### src/rtl/spi_cfg_pkg.sv
package spi_cfg_pkg;
  localparam int BYTE_W   = 8;
  localparam int ADDR_W   = 3;
  localparam int NUM_REGS = 5;
  localparam int CNT_W    = $clog2(BYTE_W);
  localparam int MARK_BIT = BYTE_W - 1;

  // presets packed with register 1 in the low byte
  localparam logic [NUM_REGS*BYTE_W-1:0] PRESET_DEFAULT = {8'h0C, 8'h0F, 8'h07, 8'h07, 8'h03};

  typedef struct packed {
    logic              wrEn;
    logic [ADDR_W-1:0] wrAddr;
    logic [BYTE_W-1:0] wrData;
  } wrStrobe_t;

  typedef enum logic [1:0] {
    ST_CMD  = 2'd0,
    ST_DATA = 2'd1,
    ST_DONE = 2'd2
  } sessState_t;
endpackage

### src/rtl/spi_cfg_ctrl.sv
module spi_cfg_ctrl
  import spi_cfg_pkg::*;
(
  input  logic      clk,
  input  logic      rstN,
  input  logic      spiCsN,
  input  logic      spiSck,
  input  logic      spiMosi,
  output logic      csIdle,
  output wrStrobe_t stb
);
  logic [1:0]        csPipe, sckPipe, mosiPipe;
  logic              sckLast;
  logic              sckRise;
  logic [BYTE_W-2:0] shiftReg;
  logic [CNT_W-1:0]  bitCnt;
  logic [BYTE_W-1:0] cmdHold;
  logic [BYTE_W-1:0] newByte;
  logic              byteDone;
  logic              cmdOk;
  sessState_t        state;

  // two-flop synchronisers; chip select idles high
  always_ff @(posedge clk or negedge rstN) begin
    if (!rstN) begin
      csPipe   <= '1;
      sckPipe  <= '0;
      mosiPipe <= '0;
      sckLast  <= 1'b0;
    end else begin
      csPipe   <= {csPipe[0], spiCsN};
      sckPipe  <= {sckPipe[0], spiSck};
      mosiPipe <= {mosiPipe[0], spiMosi};
      sckLast  <= sckPipe[1];
    end
  end

  assign csIdle   = csPipe[1];
  assign sckRise  = !csIdle && sckPipe[1] && !sckLast;
  assign newByte  = {shiftReg, mosiPipe[1]};
  assign byteDone = sckRise && (bitCnt == CNT_W'(BYTE_W - 1));
  assign cmdOk    = newByte[MARK_BIT] &&
                    (newByte[ADDR_W-1:0] >= ADDR_W'(1)) &&
                    (newByte[ADDR_W-1:0] <= ADDR_W'(NUM_REGS));

  always_ff @(posedge clk or negedge rstN) begin
    if (!rstN) begin
      state    <= ST_CMD;
      shiftReg <= '0;
      bitCnt   <= '0;
      cmdHold  <= '0;
    end else if (csIdle) begin
      state    <= ST_CMD;
      shiftReg <= '0;
      bitCnt   <= '0;
      cmdHold  <= '0;
    end else if (sckRise) begin
      shiftReg <= newByte[BYTE_W-2:0];
      bitCnt   <= bitCnt + 1'b1;
      if (byteDone) begin
        unique case (state)
          ST_CMD: begin
            cmdHold <= newByte;
            state   <= cmdOk ? ST_DATA : ST_DONE;
          end
          ST_DATA: state <= ST_DONE;
          default: state <= ST_DONE;
        endcase
      end
    end
  end

  always_comb begin
    stb.wrEn   = byteDone && (state == ST_DATA);
    stb.wrAddr = cmdHold[ADDR_W-1:0];
    stb.wrData = newByte;
  end
endmodule

### src/rtl/spi_cfg_datapath.sv
module spi_cfg_datapath
  import spi_cfg_pkg::*;
#(
  parameter logic [NUM_REGS*BYTE_W-1:0] PRESETS = PRESET_DEFAULT
) (
  input  logic                             clk,
  input  logic                             rstN,
  input  logic                             debugMode,
  input  wrStrobe_t                        stb,
  output logic [NUM_REGS-1:0][BYTE_W-1:0]  stored,
  output logic [NUM_REGS-1:0][BYTE_W-1:0]  cfgOut
);
  for (genvar g = 0; g < NUM_REGS; g++) begin : gen_reg
    localparam logic [ADDR_W-1:0] MY_ADDR = ADDR_W'(g + 1);
    logic hit;
    assign hit = stb.wrEn && !debugMode && (stb.wrAddr == MY_ADDR);

    always_ff @(posedge clk or negedge rstN) begin
      if (!rstN)    stored[g] <= '0;
      else if (hit) stored[g] <= stb.wrData;
    end

    assign cfgOut[g] = debugMode ? PRESETS[g*BYTE_W +: BYTE_W] : stored[g];
  end
endmodule

### src/rtl/spi_cfg_regfile.sv
module spi_cfg_regfile
  import spi_cfg_pkg::*;
#(
  parameter logic [NUM_REGS*BYTE_W-1:0] PRESETS = PRESET_DEFAULT
) (
  input  logic              clk,
  input  logic              rstN,
  input  logic              debugMode,
  input  logic              spiCsN,
  input  logic              spiSck,
  input  logic              spiMosi,
  output logic [BYTE_W-1:0] divCfg,
  output logic [BYTE_W-1:0] seqCountCfg,
  output logic [BYTE_W-1:0] bitCountCfg,
  output logic [BYTE_W-1:0] enMaskCfg,
  output logic [BYTE_W-1:0] polyCfg
);
  wrStrobe_t                      stb;
  logic                           csIdle;
  logic [NUM_REGS-1:0][BYTE_W-1:0] stored;
  logic [NUM_REGS-1:0][BYTE_W-1:0] cfgOut;

  spi_cfg_ctrl u_ctrl (
    .clk(clk), .rstN(rstN), .spiCsN(spiCsN), .spiSck(spiSck),
    .spiMosi(spiMosi), .csIdle(csIdle), .stb(stb)
  );

  spi_cfg_datapath #(.PRESETS(PRESETS)) u_dp (
    .clk(clk), .rstN(rstN), .debugMode(debugMode), .stb(stb),
    .stored(stored), .cfgOut(cfgOut)
  );

  assign divCfg      = cfgOut[0];
  assign seqCountCfg = cfgOut[1];
  assign bitCountCfg = cfgOut[2];
  assign enMaskCfg   = cfgOut[3];
  assign polyCfg     = cfgOut[4];
endmodule

### config.mk
export PLATFORM = sky130hd
export DESIGN_NAME = spi_cfg_regfile
export DESIGN_NICKNAME = d
export VERILOG_FILES = /design/src/rtl/spi_cfg_pkg.sv /design/src/rtl/spi_cfg_ctrl.sv /design/src/rtl/spi_cfg_datapath.sv /design/src/rtl/spi_cfg_regfile.sv
export SDC_FILE = /design/constraint.sdc
export NUM_CORES = 1
export LEC_CHECK = 0
export BUFFER_PORTS_ARGS = -buffer_cell sky130_fd_sc_hd__buf_2
export CAP_MARGIN = 30
export CORE_ASPECT_RATIO = 0.75
export CORE_MARGIN = 2
export CORE_UTILIZATION = 55
export DETAILED_ROUTE_END_ITERATION = 8
export PLACE_DENSITY = 0.78
export SYNTH_ARGS = -nofsm -noshare
export SYNTH_HDL_FRONTEND = slang
export SYNTH_SLANG_ARGS = --single-unit
### constraint.sdc
create_clock -name clk -period 2.37 [get_ports clk]
set_input_delay 0.1185 -clock clk [delete_from_list [all_inputs] [get_ports clk]]
set_output_delay 0.1185 -clock clk [all_outputs]
set_load 0.005 [all_outputs]
# ---- Yosys cells after proc, flatten, opt, wreduce, memory -nomap -nowiden
# Index checks and enable logic that the tools add are counted.
dict set report word_totals {
  romBits 0
  output_inout_bits 40
  memories 0
  mem_bits_rw 0
  latchBits 0
  regBits 62
}
dict set report classes {
  n_mul 0
  reduce_logical 21
  addsub 1
  magnitude_cmp 2
  bitwise_logic 0
  n_shift 0
  div 0
  eq_ne 7
  muxes 18
}
# operator n
set op_table {}
lappend op_table {{$mux 8} 5}
lappend op_table {{$mux 3} 6}
lappend op_table {{$mux 7} 2}
lappend op_table {{$logic_and 1x1->1} 12}
lappend op_table {{$mux 2} 5}
lappend op_table {{$eq 3x3->1 const B} 3}
lappend op_table {{$eq 3x2->1 const B} 2}
lappend op_table {{$reduce_bool 2->1} 3}
lappend op_table {{$add 3x1->3 const B} 1}
lappend op_table {{$eq 3x1->1 const B} 1}
lappend op_table {{$ge 3x1->1 const B} 1}
lappend op_table {{$le 3x3->1 const B} 1}
lappend op_table {{$logic_not 1->1} 3}
lappend op_table {{$reduce_and 3->1} 1}
lappend op_table {{$eq 2x1->1 const B} 1}
lappend op_table {{$logic_not 2->1} 1}
lappend op_table {{$reduce_and 2->1} 1}

# ---- Depth between registers and ports, before layout
dict set report logic_depth {
  depth_word 8
  depth_mapped 6
}

# ---- Modules after synthesis
# A second synthesis with hierarchy kept.
dict set report hier_totals {
  hier_cells 212
  area_unflattened_um2 2741.4
}
# mod cells_each area_per_inst_um2 seq_area_each_um2 instances
set modules_own_cells {}
lappend modules_own_cells {spi_cfg_datapath 133 1853.0 1001.0 1}
lappend modules_own_cells {spi_cfg_ctrl 79 888.4 553.0 1}

# ---- Worst setup path after synthesis
# OpenSTA, ideal clock, no wires.
dict set report synth_path {
  path_kind {register to register}
  start {register u_ctrl.bitCnt[0]}
  end {register u_dp.stored[24] (netlist bit)}
  setup_time_ps 125
  period_less_slack_ps 1728
  n_path_buf 1
  t_required_ps 2245
  setup_slack_ps 642
  arrival_time_ps 1603
  stages_incl_launch_ff 7
  cell_sequence {dfrtp_1 -> ha_1 -> ha_1 -> and4bb_2 -> buf_6 -> nand3_2 -> mux2_2}
}
dict set report synth_via {
  elab_chain_cells 5
}
# item line_no
set synth_lines {}
lappend synth_lines {{start: declaration} spi_cfg_ctrl.sv:16} ;# logic [CNT_W-1:0] bitCnt;
lappend synth_lines {{start signal: assignment} spi_cfg_ctrl.sv:59} ;# bitCnt <= bitCnt + 1'b1;
lappend synth_lines {{$eq 3x3->1} spi_cfg_ctrl.sv:41} ;# assign byteDone = sckRise && (bitCnt == CNT_W'(BYTE_W - 1));
lappend synth_lines {{$logic_and 1x1->1} spi_cfg_ctrl.sv:41}
lappend synth_lines {{$logic_and 1x1->1} spi_cfg_ctrl.sv:74} ;# stb.wrEn = byteDone && (state == ST_DATA);
lappend synth_lines {{$logic_and 1x1->1 (2 in a row)} spi_cfg_datapath.sv:16} ;# assign hit = stb.wrEn && !debugMode && (stb.wrAddr == MY_ADDR);
lappend synth_lines {{end signal: indexed assignment} spi_cfg_datapath.sv:20} ;# else if (hit) stored[g] <= stb.wrData;
lappend synth_lines {{end: declaration} spi_cfg_datapath.sv:10} ;# output logic [NUM_REGS-1:0][BYTE_W-1:0] stored,
# No other way between the ends.
# A chain may end at the register's enable or synchronous reset.

# ---- Worst setup path in the final report
dict set report layout_path {
  start {register u_ctrl.bitCnt[0]}
  end {register u_dp.stored[27] (netlist bit)}
}
# Same word-level chain as after synthesis.

==> metrics.csv <==
metric;value;unit
cts_tree;done;
pin_count_of_the_biggest_net_entering_global_routing;43;
grt_overflow_total;0;
maximum_ir_drop_on_the_vdd_rail;418;µV
power_per_unit_of_standard_cell_area;597;nW/µm²
post_synth_main_area_contributors;dfrtp_1 (55%), mux2_2 (15%), nor2b_1 (6.6%);
min_period_over_period;79.2;%
finish.net_count;275;
synthesis.instances;216;
cp_data_required_time;2590;ps
detail_route.drc_violations;0;
critical_path.endpoint_type;flop;
hpwl;3470;µm
timing_max_transition_violations_final;0;
netlist_area;2740;µm²
drt_pass_1_iters;4;
yosys.area.top_type_share;54.7;%
n_fill_cell;416;
first_global_vias;1652;
numPlacedInstances;312;
layout_min_cycle_time;1880;ps
top_library_cells_by_usage_in_the_layout_fill_and_taps_aside;dfrtp_1 (60), buf_2 (45), mux2_2 (37);
grt_overall_usage;21.0;%
via_count;1768;
run_status;finished clean;
routabilityCongestion;0.811;
power_report.internal_total;1.47;mW
wire_per_inst;15.7;µm
final_cells;331;
root_driver;clkbuf_8;
clk_pin_slew;60;ps
antennaDiodeCount;0;
timing.setup.tns;0;ps
floorplan.initialDensity;56.6;%
drv.max_cap_violation_count;0;
commonest_non_fill_non_tap_cell_in_the_layout;dfrtp_1;
final.setup_skew;7.06;ps
hold_path.class;in2async;
areaGrowthSynthToFinish;16.3;%
p_switching;0.433;mW
power.static_leakage;1.62;nW
first_pass_grt_wire_length;8620;µm
placement_rows;22;
routed_via_count_divided_by_cell_count;5.34;
relative_contribution_of_sequential_cells_to_total_power;57.0;%
final_layout_size_suffix_gt1_share;44.6;%
yosys_register_bits;62;
rsz_0062_raised_after_global_routing;false;
post_cts_resize_count;0;
die_width;85.6;µm
final_number_of_hold_violating_endpoints;0;
die_h;65.2;µm
worst_hold_slack;233;ps
syn-num-nets;224;
p_sw_share;22.7;%
slew_headroom;55.1;%
worst_ep_arrival_time;2090;ps
setup_failing_eps_final;0;
synth_area_per_inst;12.7;µm²
power.share.clock;38.9;%
timing.critical_path.from_type;flop;
worst_slew_pin_slew;672;ps
power_frac_comb;4.1;%
netlist.top_cell.by_area;dfrtp_1;
yosys.cell_types.count;30;
core_region_area;4840;µm²
drt_iter0_drc;40;
port_buffers;45;
layout.core_utilization;65.9;%
die_footprint;5580;µm²
finalPower;1.91;mW
floorplan.io_pins;46;
worst-path-max-fanout;8;
source_to_sink_clock_delay_at_the_later_pin_of_the_worst_skew_pair;330;ps
cts-buffers-inserted;9;
worst-setup-path-type;reg2reg;
yosysWarningCount;0;
achievable-frequency;533;MHz
number_of_antenna_violations_at_the_first_check_in_global_routing;0;
cts.sinks;62;
ys_seq_area_share;56.6;%
detail-route-antenna-nets;0;
wirelength;5200;µm
clk_path_buf_depth;2;
cts_htree_levels;3;
==> cells by family after synthesis <==
family          synth area share, %
fa+ha+maj                     0.912
xor+xnor                      0.319
mux                            16.7
simple gates                   19.8
flops                          56.6
buf+inv                        2.23
compound gates                 3.37
==> cells in the mapped netlist (all sizes together) <==
library cell / n
nand2: 19
nand2b: 1
o21ai: 3
dfrtp: 60
inv: 1
nor2b: 29
nor2: 3
o41ai: 1
buf: 3
ha: 2
or2: 14
xnor2: 1
or3: 1
nand4b: 1
a21oi: 12
nand3: 6
clkbuf: 8
mux2: 40
nand3b: 4
nand4bb: 1
and4bb: 2
nor4b: 1
a22o: 1
dfstp: 2
==> through the flow <==
stage / area, µm² / setup slack, ps
after detailed placement: 3000 / 501
after CTS: 3190 / 486
after global placement: 3000 / 548
final: 3190 / 493
after global routing: 3190 / 391
after floorplan: 2740 / 642
==> routing by layer <==
layer  vias to the layer above  share of wire (%)  GRT usage, %
li1                        833                  -             -
met1                       884                 47          28.2
met2                        49                 47          32.5
met3                         2                5.4          7.91
met4                         0               0.15          5.75
met5                         -                  0             0
==> critical path, stage by stage (launching register included) <==
cell and delay, ps:
dfrtp_1 360, ha_1 150, ha_1 180, and4bb_2 430, nand3_2 260, mux2_1 380
==> sequential cells by signal (all words and copies together), names as in the netlist <==
signal and flops:
u_dp.stored 40, u_ctrl.shiftReg 7, u_ctrl.bitCnt 3, u_ctrl.cmdHold 3, u_ctrl.csPipe 2, u_ctrl.mosiPipe 2
u_ctrl.sckPipe 2, u_ctrl.state 2, u_ctrl.sckLast 1
==> final timing paths <==
| kind | from | end | slack [ps] | cells past startpoint |
|---|---|---|---|---|
| setup / recovery | u_ctrl.bitCnt[0] | u_dp.stored[27] | 490 | 5 |
| hold / removal | rstN | u_ctrl.bitCnt[1] | 230 | 2 |
| setup reg to reg | u_ctrl.bitCnt[0] | u_dp.stored[27] | 490 | 5 |
| hold reg to reg | u_ctrl.sckPipe[0] | u_ctrl.sckPipe[1] | 340 | 0 |
| max in group asynchronous | rstN | u_dp.stored[28] | 1480 | 3 |
| min in group clk | u_ctrl.sckPipe[0] | u_ctrl.sckPipe[1] | 340 | 0 |
==> timing repair <==
action / 4_1_cts / 5_1_grt
setup buffers: 0 / 0
hold buffers: 4 / 0
hold endpoints to repair: 18 / 0
==> area by class of cell <==
| cell class | instances | area (µm²) | area share, % |
|---|---|---|---|
| flip-flops and latches | 62 | 1550 | 48.7 |
| multi-input cells | 142 | 1130 | 35.4 |
| repair buffers | 51 | 280 | 8.78 |
| clock buffers | 13 | 139 | 4.35 |
| well taps | 60 | 75.1 | 2.35 |
| clock inverters | 2 | 10.0 | 0.314 |
| inverters | 1 | 3.75 | 0.118 |
==> power groups by stage <==
stage / logic, mW / registers (mW) / clock network (mW)
floorplan: 0.0415 / 1.09 / 0
detailed placement: 0.0759 / 1.10 / 0
global placement: 0.0744 / 1.10 / 0
finish: 0.0786 / 1.08 / 0.741
CTS: 0.0812 / 1.08 / 0.760
global route: 0.0901 / 1.09 / 0.823
No activity file was read; power rests on OpenSTA's default activity.
